## src/rtl/npc_pkg.sv

```systemverilog
package npc_pkg;

  // Source of the next fetch address, listed from lowest to highest priority.
  typedef enum logic [1:0] {
    SRC_SEQ    = 2'd0,
    SRC_BRANCH = 2'd1,
    SRC_DIRECT = 2'd2,
    SRC_REG    = 2'd3
  } npc_src_e;

  // Adder implementation choices.
  localparam int ADD_RIPPLE = 0;
  localparam int ADD_CSEL   = 1;

endpackage

```

## src/rtl/npc_adder.sv

```systemverilog
module npc_adder #(
  parameter int W    = 32,
  parameter int IMPL = npc_pkg::ADD_CSEL
) (
  input  logic [W-1:0] op_a,
  input  logic [W-1:0] op_b,
  output logic [W-1:0] sum
);

  localparam int LO_W = W / 2;
  localparam int HI_W = W - LO_W;

  generate
    if (IMPL == npc_pkg::ADD_CSEL) begin : g_csel
      logic [LO_W:0]   lo_sum;
      logic [HI_W-1:0] hi_c0;
      logic [HI_W-1:0] hi_c1;

      // The low half runs alone; the high half is computed for both carry-in
      // values, and the carry out of the low half selects one of them.
      always_comb begin
        lo_sum = {1'b0, op_a[LO_W-1:0]} + {1'b0, op_b[LO_W-1:0]};
        hi_c0  = op_a[W-1:LO_W] + op_b[W-1:LO_W];
        hi_c1  = op_a[W-1:LO_W] + op_b[W-1:LO_W] + HI_W'(1);
        sum    = {(lo_sum[LO_W] ? hi_c1 : hi_c0), lo_sum[LO_W-1:0]};
      end
    end else begin : g_ripple
      always_comb sum = op_a + op_b;
    end
  endgenerate

endmodule

```

## src/rtl/npc_target_form.sv

```systemverilog
module npc_target_form #(
  parameter int ADDR_W   = 32,
  parameter int OFF_W    = 16,
  parameter int JFIELD_W = 26,
  parameter int SHIFT    = 2,
  localparam int REGION_W = ADDR_W - JFIELD_W - SHIFT,
  localparam int EXT_W    = ADDR_W - OFF_W - SHIFT
) (
  input  logic [OFF_W-1:0]    br_ofs,
  input  logic [JFIELD_W-1:0] jmp_field,
  input  logic [REGION_W-1:0] region,
  output logic [ADDR_W-1:0]   ofs_bytes,
  output logic [ADDR_W-1:0]   direct_tgt
);

  always_comb begin
    // Sign-extend the word offset and scale it to bytes.
    ofs_bytes  = {{EXT_W{br_ofs[OFF_W-1]}}, br_ofs, {SHIFT{1'b0}}};
    // Keep the region bits and replace the rest with the word index.
    direct_tgt = {region, jmp_field, {SHIFT{1'b0}}};
  end

endmodule

```

## src/rtl/npc_select.sv

```systemverilog
module npc_select #(
  parameter int ADDR_W = 32
) (
  input  logic              ops_equal,
  input  logic              is_beq,
  input  logic              is_bne,
  input  logic              is_jmp,
  input  logic              is_jal,
  input  logic              is_jreg,
  input  logic [ADDR_W-1:0] seq_addr,
  input  logic [ADDR_W-1:0] branch_tgt,
  input  logic [ADDR_W-1:0] direct_tgt,
  input  logic [ADDR_W-1:0] reg_tgt,
  output logic [ADDR_W-1:0] pc_next
);

  import npc_pkg::*;

  logic     br_taken;
  npc_src_e src;

  always_comb begin
    br_taken = (is_beq & ops_equal) | (is_bne & ~ops_equal);
    if (is_jreg)               src = SRC_REG;
    else if (is_jmp | is_jal)  src = SRC_DIRECT;
    else if (br_taken)         src = SRC_BRANCH;
    else                       src = SRC_SEQ;
  end

  always_comb begin
    unique case (src)
      SRC_REG:    pc_next = reg_tgt;
      SRC_DIRECT: pc_next = direct_tgt;
      SRC_BRANCH: pc_next = branch_tgt;
      default:    pc_next = seq_addr;
    endcase
  end

endmodule

```

## src/rtl/npc_unit.sv

```systemverilog
module npc_unit #(
  parameter int ADDR_W     = 32,
  parameter int OFF_W      = 16,
  parameter int JFIELD_W   = 26,
  parameter int INSN_BYTES = 4,
  parameter int ADD_IMPL   = npc_pkg::ADD_CSEL
) (
  input  logic [ADDR_W-1:0]   pc_cur,
  input  logic [OFF_W-1:0]    br_ofs,
  input  logic [JFIELD_W-1:0] jmp_field,
  input  logic [ADDR_W-1:0]   reg_tgt,
  input  logic                ops_equal,
  input  logic                is_beq,
  input  logic                is_bne,
  input  logic                is_jmp,
  input  logic                is_jal,
  input  logic                is_jreg,
  output logic [ADDR_W-1:0]   pc_next,
  output logic [ADDR_W-1:0]   link_addr
);

  localparam int SHIFT    = $clog2(INSN_BYTES);
  localparam int REGION_W = ADDR_W - JFIELD_W - SHIFT;

  logic [ADDR_W-1:0] seq_addr;
  logic [ADDR_W-1:0] ofs_bytes;
  logic [ADDR_W-1:0] branch_tgt;
  logic [ADDR_W-1:0] direct_tgt;

  npc_adder #(.W(ADDR_W), .IMPL(ADD_IMPL)) u_step (
    .op_a (pc_cur),
    .op_b (ADDR_W'(INSN_BYTES)),
    .sum  (seq_addr)
  );

  npc_target_form #(
    .ADDR_W(ADDR_W), .OFF_W(OFF_W), .JFIELD_W(JFIELD_W), .SHIFT(SHIFT)
  ) u_form (
    .br_ofs     (br_ofs),
    .jmp_field  (jmp_field),
    .region     (seq_addr[ADDR_W-1 -: REGION_W]),
    .ofs_bytes  (ofs_bytes),
    .direct_tgt (direct_tgt)
  );

  npc_adder #(.W(ADDR_W), .IMPL(ADD_IMPL)) u_rel (
    .op_a (seq_addr),
    .op_b (ofs_bytes),
    .sum  (branch_tgt)
  );

  npc_select #(.ADDR_W(ADDR_W)) u_sel (
    .ops_equal  (ops_equal),
    .is_beq     (is_beq),
    .is_bne     (is_bne),
    .is_jmp     (is_jmp),
    .is_jal     (is_jal),
    .is_jreg    (is_jreg),
    .seq_addr   (seq_addr),
    .branch_tgt (branch_tgt),
    .direct_tgt (direct_tgt),
    .reg_tgt    (reg_tgt),
    .pc_next    (pc_next)
  );

  assign link_addr = seq_addr;

endmodule

```

## config.mk

```make
export PLATFORM = sky130hd
export DESIGN_NAME = npc_unit
export DESIGN_NICKNAME = d
export VERILOG_FILES = /design/src/rtl/npc_pkg.sv /design/src/rtl/npc_adder.sv /design/src/rtl/npc_target_form.sv /design/src/rtl/npc_select.sv /design/src/rtl/npc_unit.sv
export SDC_FILE = /design/constraint.sdc
export NUM_CORES = 1
export LEC_CHECK = 0
export ABC_AREA = 1
export BUFFER_PORTS_ARGS = -buffer_cell sky130_fd_sc_hd__buf_2
export CORE_MARGIN = 2
export CORE_UTILIZATION = 45
export DETAILED_ROUTE_END_ITERATION = 8
export PLACE_DENSITY_LB_ADDON = 0.2
export SYNTH_ARGS = -nofsm -noshare
export SYNTH_HDL_FRONTEND = slang
export SYNTH_SLANG_ARGS = --single-unit
```

## constraint.sdc

```tcl
create_clock -name vclk -period 8.6
set_input_delay 0 -clock vclk [all_inputs]
set_output_delay 0 -clock vclk [all_outputs]
set_load 0.1 [all_outputs]
```

* Word-level counts from Yosys, hierarchy flattened
Index checks and enable logic that the tools add are counted.
** Storage, ports and cells
- Flip-flop bits (word level) :: 0
- Input port bits :: 112
- Output and inout bits :: 64
- Word-level logic and storage cells :: 19
** Cells by class
- Add/subtract/negate cells :: 5
- Equal/unequal tests :: 3
- Muxes and demuxes :: 6
- Bitwise logic cells :: 5
** Operator list (count)
- case mux 32 bit (3 select lines) :: 1
- adder 16 x 1 -> 16 bit (second input constant) :: 2
- 2-to-1 mux 16 bit :: 2
- adder 16 x 16 -> 17 bit :: 1
- adder 16 x 3 -> 17 bit (second input constant) :: 1
- adder 16 bit :: 1
- == test 2 bit (second input constant) :: 2
- 2-to-1 mux 2 bit :: 2
- bitwise AND 1 bit :: 2
- == test 2 x 1 -> 1 bit (second input constant) :: 1
- bitwise OR 1 bit :: 2
- 2-to-1 mux 1 bit :: 1
- NOT 1 bit :: 1

* Depth between registers and ports, before layout
Gate-level depths: netlist of the first run.
- Depth after elaboration :: 8
- Depth in mapped cells :: 28

* Modules after synthesis
A second synthesis of the first run with hierarchy kept.
** Second synthesis, totals
- Cell total of the unflattened synthesis :: 1074
- Area, all modules :: 6005.8 sq um
** Modules (own cells, without submodules)
- npc_adder (u_rel) :: instances 1, cells each 418, area an instance 2314.7 sq um, sequential area each 0.0 sq um
- npc_adder (u_step) :: instances 1, cells each 398, area an instance 2214.6 sq um, sequential area each 0.0 sq um
- npc_select :: instances 1, cells each 191, area an instance 984.7 sq um, sequential area each 0.0 sq um
- npc_target_form :: instances 1, cells each 65, area an instance 484.2 sq um, sequential area each 0.0 sq um
- npc_unit :: instances 1, cells each 2, area an instance 7.5 sq um, sequential area each 0.0 sq um

* Worst setup path before layout of the first run
No wires, ideal clock.
- Path type :: input port to output port
- Start :: input port pc_cur[2]
- End :: output port pc_next[31]
- Data arrival time :: 5404 ps
- Slack :: 3196 ps
- Cell stages on the path :: 25
- Buffers on the path :: 0
- Cell sequence :: ha_1 -> nand2_1 -> inv_1 -> nand2_2 -> nor2_4 -> nand4_1 -> nor2_2 -> nand3_2 -> xnor2_1 -> ha_1 -> nand2_1 -> nand2_1 -> inv_1 -> nor2_1 -> nor2_1 -> nand3_1 -> nand2_1 -> nand2_1 -> nand2_1 -> inv_1 -> nand2_1 -> nor2_1 -> nand2_1 -> nand3_1 -> a21oi_1
** Between the ends
- Longest elaborated chain between the ends :: 6
** RTL lines
- start, declared :: line npc_unit.sv:8 : input logic [ADDR_W-1:0] pc_cur,
- adder 16 x 3 -> 17 bit * :: line npc_adder.sv:22 : lo_sum = {1'b0, op_a[LO_W-1:0]} + {1'b0, op_b[LO_W-1:0]};
- 2-to-1 mux 16 bit * :: line npc_adder.sv:25 : sum = {(lo_sum[LO_W] ? hi_c1 : hi_c0), lo_sum[LO_W-1:0]};
- named net link_addr[25] :: line npc_unit.sv:19 : output logic [ADDR_W-1:0] link_addr
- adder 16 bit * :: line npc_adder.sv:23, npc_adder.sv:24
- adder 16 x 1 -> 16 bit :: line npc_adder.sv:24 : hi_c1 = op_a[W-1:LO_W] + op_b[W-1:LO_W] + HI_W'(1);
- 2-to-1 mux 16 bit * :: line npc_adder.sv:25
- case mux 32 bit (3 select lines) * :: line npc_select.sv:31 : unique case (src)
- end, declared :: line npc_unit.sv:18 : output logic [ADDR_W-1:0] pc_next,
Mark *: on every way through the listed nets, which the timed path passes. The rest lies on a longest branch.

* Worst setup path after layout of the first run
- Start :: input port pc_cur[2]
- End :: output port pc_next[31]
** Between the ends
- Longest elaborated chain between the ends :: 6
** RTL lines (line)
- adder 16 x 3 -> 17 bit * :: npc_adder.sv:22
- 2-to-1 mux 16 bit :: npc_adder.sv:25
- adder 16 bit :: npc_adder.sv:23, npc_adder.sv:24
- adder 16 x 1 -> 16 bit :: npc_adder.sv:24
- 2-to-1 mux 16 bit :: npc_adder.sv:25
- case mux 32 bit (3 select lines) * :: npc_select.sv:31
Mark *: on every way between the ends. The rest lies on a longest branch, timed or not.

==> results.cfg, run 1 <==
[yosys]
syn-num-nets = 886
yosys_warnings = 0
ys_seq_area_share_pct = 0
yosysUniqueCellTypes = 41
syn_inst = 736
syn_area_sq_mm = 0.00382
avgSynthCellArea_sq_um = 5.20

[min_path]
worstHoldPathType = primary input to output pin
hold_path_depth = 2
hold_path_end = link_addr[0]
hold_start = pc_cur[0]

[timing]
rsz0062_at_grt = false
hold_viol = 0
finalCritPeriodShare_pct = 45.6
setup_viol = 0
slew_viol_final = 0
whs_ns = 0.387
fmax_ghz = 0.255
final.setup.tns_ns = 0
fin_crit_ns = 3.92
worst_pin_slew_ns = 0.877
slew_headroom_pct = 41.1

[grt]
antenna_found_initial = 0
grt_first_pass_wirelength_um = 21300
grt_max_degree = 36
grt-ovfl-total = 0
grt_pass1_vias = 4716
grt.total_usage_pct = 28.5

[routing]
post-route-drc-count = 0
drt_iter0_drc = 209
ant_nets = 0
wl_per_cell_um = 13.3
vias = 5183
firstDrtPassIters = 4
via_per_inst = 5.16
routed_wl_um = 13300

[cells_and_area]
seq_cell_count = 0
seqCellArea_sq_um = 0
area_growth_pct = 25.2
drive_gt1_share_pct = 25.9
finalInstanceArea_sq_mm = 0.00479
multi_input_area_sq_mm = 0.00335
finalNetCount = 1052
fillers = 912
antennaDiodeCount = 0
nClkBuffers = 0
fin_util_pct = 58.3

[setup_path]
arrival_ns = 3.92
slowest_stage = buf_2
crit_top_cell = nand2_1
cp-end-kind = output pin
crit_type = primary input to output pin
critPathRequiredTime_ns = 8.60
cp_max_fo = 5
max_stage_delay_ns = 0.44
start_kind = primary input

[floorplan]
num_rows = 33
die_area_sq_mm = 0.00925
start_util_pct = 46.6
die_w_um = 96.2
ios = 176
coreArea_sq_mm = 0.00822
die_y_um = 96.2

[flow_run]
max-cap-violations = 0

[pwr]
p_leak_nw = 2.79
p_per_area_mw_per_mm2 = 98.9
peakVddDrop_v = 0.0000750

[clock_network]
cts-resized-gates = 0
cts_setup_buffers = 0
hold_buffers = 0

[run_status]
status = finished, final reports clean

[placement]
dp_hpwl_um = 11300
port_buffers = 176
gp_congestion = 0.934
postPlaceCellArea_sq_mm = 0.00479
[layout by cell type (no fill, tap or decap), types with 2 or more instances in the layout]
| master | n |
|---|---|
| nand4_1 | 28 |
| buf_2 | 176 |
| a221oi_1 | 2 |
| o21ai_1 | 3 |
| fa_1 | 2 |
| nor3_1 | 7 |
| and2_1 | 2 |
| xor2_1 | 20 |
| inv_1 | 105 |
| nand2_4 | 4 |
| a22o_1 | 3 |
| ha_1 | 36 |
| nor2_4 | 5 |
| nor2_1 | 55 |
| nand3_1 | 51 |
| nand2_2 | 13 |
| o31ai_1 | 2 |
| a22oi_1 | 3 |
| o21bai_1 | 2 |
| inv_2 | 4 |
| xnor2_1 | 5 |
| buf_4 | 2 |
| a21oi_1 | 34 |
| o21ai_0 | 21 |
| a31oi_1 | 2 |
| nor3_2 | 3 |
| a21o_1 | 2 |
| o2111ai_1 | 6 |
| nor2_2 | 9 |
| nand3b_1 | 3 |
| nand3_2 | 9 |
| or2_2 | 6 |
| nand2_1 | 266 |
| nor4_1 | 3 |
[how the worst max path moves through the flow]
stage                       end       from  depth (start not counted)
floorplan           pc_next[31]  pc_cur[2]                         25
global placement    pc_next[31]  pc_cur[2]                         27
detailed placement  pc_next[31]  pc_cur[2]                         27
CTS                 pc_next[31]  pc_cur[2]                         27
global route        pc_next[31]  pc_cur[2]                         27
finish              pc_next[31]  pc_cur[2]                         27
[critical path, delay by kind of cell]
family | cells | cell delay, ns
AOI/OAI and AO/OA | 1 | 0.12
adders and majority gates | 2 | 0.55
buffers and inverters | 4 | 0.71
and+or+nand+nor | 20 | 2.53
[kinds of logic (layout without fill, tap and decap cells)]
kind of cell | Yosys count | count (layout) | share of synthesized area (%)
xor gates and xnor gates | 25 | 25 | 5.72
and+or+nand+nor | 466 | 466 | 56.1
AOI/OAI and AO/OA | 83 | 83 | 12.8
buffers and inverters | 124 | 288 | 12.6
adders and majority gates | 38 | 38 | 12.8
[synthesized netlist by cell type (4+ instances only)]
library cell / number / area share [%]
xor2_1: 20 / 4.6
nand4_1: 28 / 4.6
xnor2_1: 5 / 1.1
nor2_1: 56 / 5.5
nand3_2: 9 / 2.4
inv_1: 105 / 10
inv_2: 4 / 0.39
nor2_4: 5 / 1.5
nand2_2: 13 / 2.1
clkbuf_1: 8 / 0.79
o21ai_0: 21 / 2.7
or2_2: 6 / 0.98
ha_1: 36 / 12
nand3_1: 51 / 6.7
nor2_2: 8 / 1.3
nand2_4: 4 / 1.2
a21oi_1: 34 / 4.4
nor3_1: 7 / 0.92
nand2_1: 266 / 26
o2111ai_1: 6 / 1.4
[power breakdown]
group / switching [mW] / internal, mW / total (mW)
sequential: 0 / 0 / 0
clock: 0 / 0 / 0
combinational: 0.360 / 0.113 / 0.474
[per-stage QoR]
step | std cells | worst slack [ns] | power, mW
detailed placement | 1005 | 4.75 | 0.470
finish | 1005 | 4.68 | 0.474
CTS | 1005 | 4.74 | 0.472
global placement | 1005 | 4.84 | 0.469
floorplan | 736 | 3.20 | 0.373
global route | 1005 | 4.28 | 0.513
[metal layers]
layer	part of all wire, %	GRT usage [%]
met1	42	35.8
met2	47	50.7
met3	7.1	4.23
met4	3.0	6.67
met5	0	0
[final cells by class]
class	instances	area share (%)
multi-input combinational	612	69.9
timing repair buffer	178	18.7
inverter	110	8.63
tap	105	2.74
No activity file was read; power rests on OpenSTA's default activity.
==> inputs of run 2 (changes only) <==
==> constraint.sdc (replaced) <==
create_clock -name vclk -period 3.55
set_input_delay 0 -clock vclk [all_inputs]
set_output_delay 0 -clock vclk [all_outputs]
set_load 0.1 [all_outputs]
==> results.cfg, run 2 (same netlist as run 1, synthesis figures left out) <==
[routing]
post-route-drc-count = 0
via_per_inst = 5.40
vias = 5604
routed_wl_um = 16200
wl_per_cell_um = 15.7
firstDrtPassIters = 5
drt_iter0_drc = 281
ant_nets = 0

[timing]
fin_crit_ns = 3.39
fin_ws_ns = 0.155
slew_headroom_pct = 49.0
fmax_ghz = 0.295
hold_viol = 0
whs_ns = 0.389
setup_viol = 0
worst_pin_slew_ns = 0.764
finalCritPeriodShare_pct = 95.6
slew_viol_final = 0

[setup_path]
cp_max_fo = 6
crit_type = primary input to output pin
start_kind = primary input
arrival_ns = 3.39
cp-end-kind = output pin
critPathRequiredTime_ns = 3.55

[pwr]
peakVddDrop_v = 0.000151
p_per_area_mw_per_mm2 = 233
power_frac_seq_pct = 0
p_leak_nw = 3.17
swShare_pct = 70.5
switching_power_mw = 0.994
combPwrFrac_pct = 100.0
p_clk_share_pct = 0
p_int_mw = 0.415
finalPower_mw = 1.41

[floorplan]
die_y_um = 96.2
die_area_sq_mm = 0.00925
ios = 176
die_w_um = 96.2
num_rows = 33
start_util_pct = 46.6
coreArea_sq_mm = 0.00822

[cells_and_area]
nClkBuffers = 0
final_common_cell = nand2_1
final_cell_mix = 232 x nand2_1, 157 x buf_2, 90 x inv_1
multi_input_area_sq_mm = 0.00412
seqCellArea_sq_um = 0
drive_gt1_share_pct = 42.0
fillers = 703
antennaDiodeCount = 0
area_growth_pct = 58.4
finalNetCount = 1084
seq_cell_count = 0

[grt]
met1_usage_pct = 38.1
antenna_found_initial = 0
grt_pass1_vias = 5096
grt_util_met3_pct = 3.52
grt_max_degree = 36
met2_usage_pct = 61.9
grt-ovfl-total = 0
grt_first_pass_wirelength_um = 24000
grt.total_usage_pct = 32.8
grt_busiest_layer = met2

[flow_run]
max-cap-violations = 0

[min_path]
hold_path_depth = 2
worstHoldPathType = primary input to output pin

[clock_network]
hold_buffers = 0

[placement]
gp_congestion = 1.05
port_buffers = 176
dp_hpwl_um = 13400
dp_slack_ns = 0.0513

[run_status]
status = finished, final reports clean
## run 2: changes by cell type in the layout (fill, tap and decap cells not counted), sizes merged
cell / previous run / this run
buf: 178 / 210
clkinvlp: 0 / 3
inv: 109 / 106
## run 2: power groups by stage
stage / sequential, mW / combinational, mW / clock [mW]
global route: 0 / 1.49 / 0
finish: 0 / 1.41 / 0
floorplan: 0 / 0.948 / 0
global placement: 0 / 1.27 / 0
detailed placement: 0 / 1.29 / 0
CTS: 0 / 1.29 / 0
## run 2: final timing paths
| path | start | to |
|---|---|---|
| worst max-delay path | pc_cur[11] | pc_next[29] |
| worst min-delay path | pc_cur[0] | link_addr[0] |
## run 2: through the flow
| step | TNS [ns] | cells | instance area (sq um) | util, % |
|---|---|---|---|---|
| 6_report | 0 | 1037 | 6060 | 73.7 |
| 5_1_grt | -0.322 | 1037 | 6060 | 73.7 |
| 4_1_cts | 0 | 1025 | 5520 | 67.2 |
| 3_5_place_dp | 0 | 1025 | 5520 | 67.2 |
| 3_3_place_gp | 0 | 1025 | 5520 | 67.2 |
| 2_1_floorplan | -3.51 | 736 | 4190 | - |
## run 2: layout make-up
type / count / share of cell area [%]
inverters: 110 / 7.04
well taps: 105 / 2.17
repair buffers: 210 / 22.8
multi-input cells: 612 / 68.0
## run 2: timing repair
item,4_1_cts,5_1_grt
endpoints found under the setup margin,0,10
gates resized for setup,0,116
buffers inserted,0,12
## run 2: routing by layer
metal	share of wire, %	up-vias
li1	-	2774
met1	37	2533
met2	52	246
met3	6.8	51
met4	4.0	0
met5	0	-
## run 2: worst max-delay path, stage by stage
cell	delay, ns
buf_2	0.08
inv_1	0.13
nor3_2	0.33
nand2_4	0.11
nor3_4	0.26
nand3_2	0.16
nor2_2	0.15
xor2_1	0.21
inv_2	0.13
ha_4	0.32
nand2_4	0.08
nor2_4	0.12
nand2_2	0.08
nand3_2	0.12
nand2_2	0.09
nand2_4	0.11
nand2_2	0.07
nor2_4	0.15
nand3_2	0.13
o21ai_1	0.14
nand3_1	0.11
nand4_1	0.14
buf_12	0.19
==> inputs of run 3 (changes only) <==
--- a/config.mk
+++ b/config.mk
@@ -10,7 +10,8 @@
 export CORE_MARGIN = 2
 export CORE_UTILIZATION = 45
 export DETAILED_ROUTE_END_ITERATION = 8
-export PLACE_DENSITY_LB_ADDON = 0.2
+export PLACE_DENSITY = 0.8
+export REMOVE_ABC_BUFFERS = 1
 export SYNTH_ARGS = -nofsm -noshare
 export SYNTH_HDL_FRONTEND = slang
 export SYNTH_SLANG_ARGS = --single-unit
==> results.cfg, run 3 (same netlist as run 1, synthesis figures left out) <==
[placement]
port_buffers = 176
dp_slack_ns = 0.0724
dp_hpwl_um = 11500
postPlaceCellArea_sq_mm = 0.00509
gp_congestion = 0.948

[setup_path]
critPathRequiredTime_ns = 3.55
cp-end-kind = output pin
arrival_ns = 3.38
crit_type = primary input to output pin
cp_max_fo = 6
critPathTopFamily = simple AND/OR/NAND/NOR gates
slowest_stage = ha_4
max_stage_delay_ns = 0.24
path_buf_inv = 4
start_kind = primary input

[timing]
hold_viol = 0
fmax_ghz = 0.296
slew_viol_final = 0
fin_ws_ns = 0.175
setup_viol = 0
fin_crit_ns = 3.38
finalCritPeriodShare_pct = 95.1
slew_headroom_pct = 50.3
worst_pin_slew_ns = 0.746

[min_path]
hold_path_end = link_addr[0]
worstHoldPathType = primary input to output pin
hold_start = pc_cur[0]
hold_path_depth = 2

[routing]
wl_per_cell_um = 13.9
drt_iter0_drc = 307
via_per_inst = 5.36
firstDrtPassIters = 5
post-route-drc-count = 0
vias = 5508
ant_nets = 0
routed_wl_um = 14300

[floorplan]
die_y_um = 96.2
die_area_sq_mm = 0.00925
die_w_um = 96.2
coreArea_sq_mm = 0.00822
start_util_pct = 46.6
ios = 176
num_rows = 33

[grt]
antenna_found_initial = 0
grt-ovfl-total = 0
grt_first_pass_wirelength_um = 21900
grt_pass1_vias = 5049
grt.total_usage_pct = 28.9
grt_max_degree = 25

[cells_and_area]
seqCellArea_sq_um = 0
area_growth_pct = 45.0
antennaDiodeCount = 0
seq_cell_count = 0
finalNetCount = 1074
fillers = 779
drive_gt1_share_pct = 35.2
finalInstanceArea_sq_mm = 0.00555
final_common_cell = nand2_1
final_cell_mix = 245 x nand2_1, 161 x buf_2, 99 x inv_1
nClkBuffers = 0

[flow_run]
max-cap-violations = 0

[pwr]
p_per_area_mw_per_mm2 = 237
finalPower_mw = 1.32
p_leak_nw = 3.03
peakVddDrop_v = 0.000227

[run_status]
status = finished, final reports clean

[clock_network]
hold_buffers = 0
run 3: changes by cell type in the layout (fill, tap and decap cells not counted), moves of 6 or more:
cell	delta
nor2_4	-7
inv_1	+9
nand2_2	-6
a21oi_4	-6
nand2_1	+13
buf_4	-11
xor2_1	+8
nand3_1	+7
nand2_4	-7
run 3: what timing repair did:
item,in CTS,in global routing
endpoints found under the setup margin,0,10
gates resized for setup,0,88
hold endpoints to repair,0,0
buffers inserted,0,11
run 3: how the worst max path moves through the flow:
stage | cells after the start | slack (ns) | endpoint | from
after floorplan | 25 | -1.86 | pc_next[31] | pc_cur[2]
final | 27 | 0.17 | pc_next[31] | pc_cur[2]
after global placement | 26 | 0.11 | pc_next[31] | pc_cur[2]
after global routing | 26 | -0.07 | pc_next[31] | pc_cur[2]
after CTS | 26 | 0.07 | pc_next[31] | pc_cur[2]
after detailed placement | 26 | 0.07 | pc_next[31] | pc_cur[2]
run 3: where the power goes:
part	internal [mW]	switching [mW]	total, mW	leakage, nW
Combinational	0.382	0.935	1.32	3.03
Clock	0	0	0	0
Sequential	0	0	0	0
run 3: area by class of cell:
cell class	instances	area [sq um]	share of cell area, %
inverter	110	413	7.44
timing repair buffer	200	1290	23.2
tap	105	131	2.37
multi-input combinational	612	3720	67.0
run 3: per-layer routing:
layer / vias up / part of all wire (%) / GRT usage, %
met5: - / 0 / 0
met2: 239 / 52 / 55.1
li1: 2753 / - / -
met4: 0 / 2.2 / 5.48
met1: 2481 / 39 / 34.7
met3: 35 / 7.5 / 2.90
run 3: stage by stage:
step,utilization [%],hold slack [ns],instances,TNS [ns]
2_1_floorplan,-,0,722,-23.47
3_3_place_gp,62.0,0.384,1016,0
3_5_place_dp,62.0,0.384,1016,0
4_1_cts,62.0,0.386,1016,0
5_1_grt,67.5,0.395,1027,-0.279
6_report,67.5,0.384,1027,0
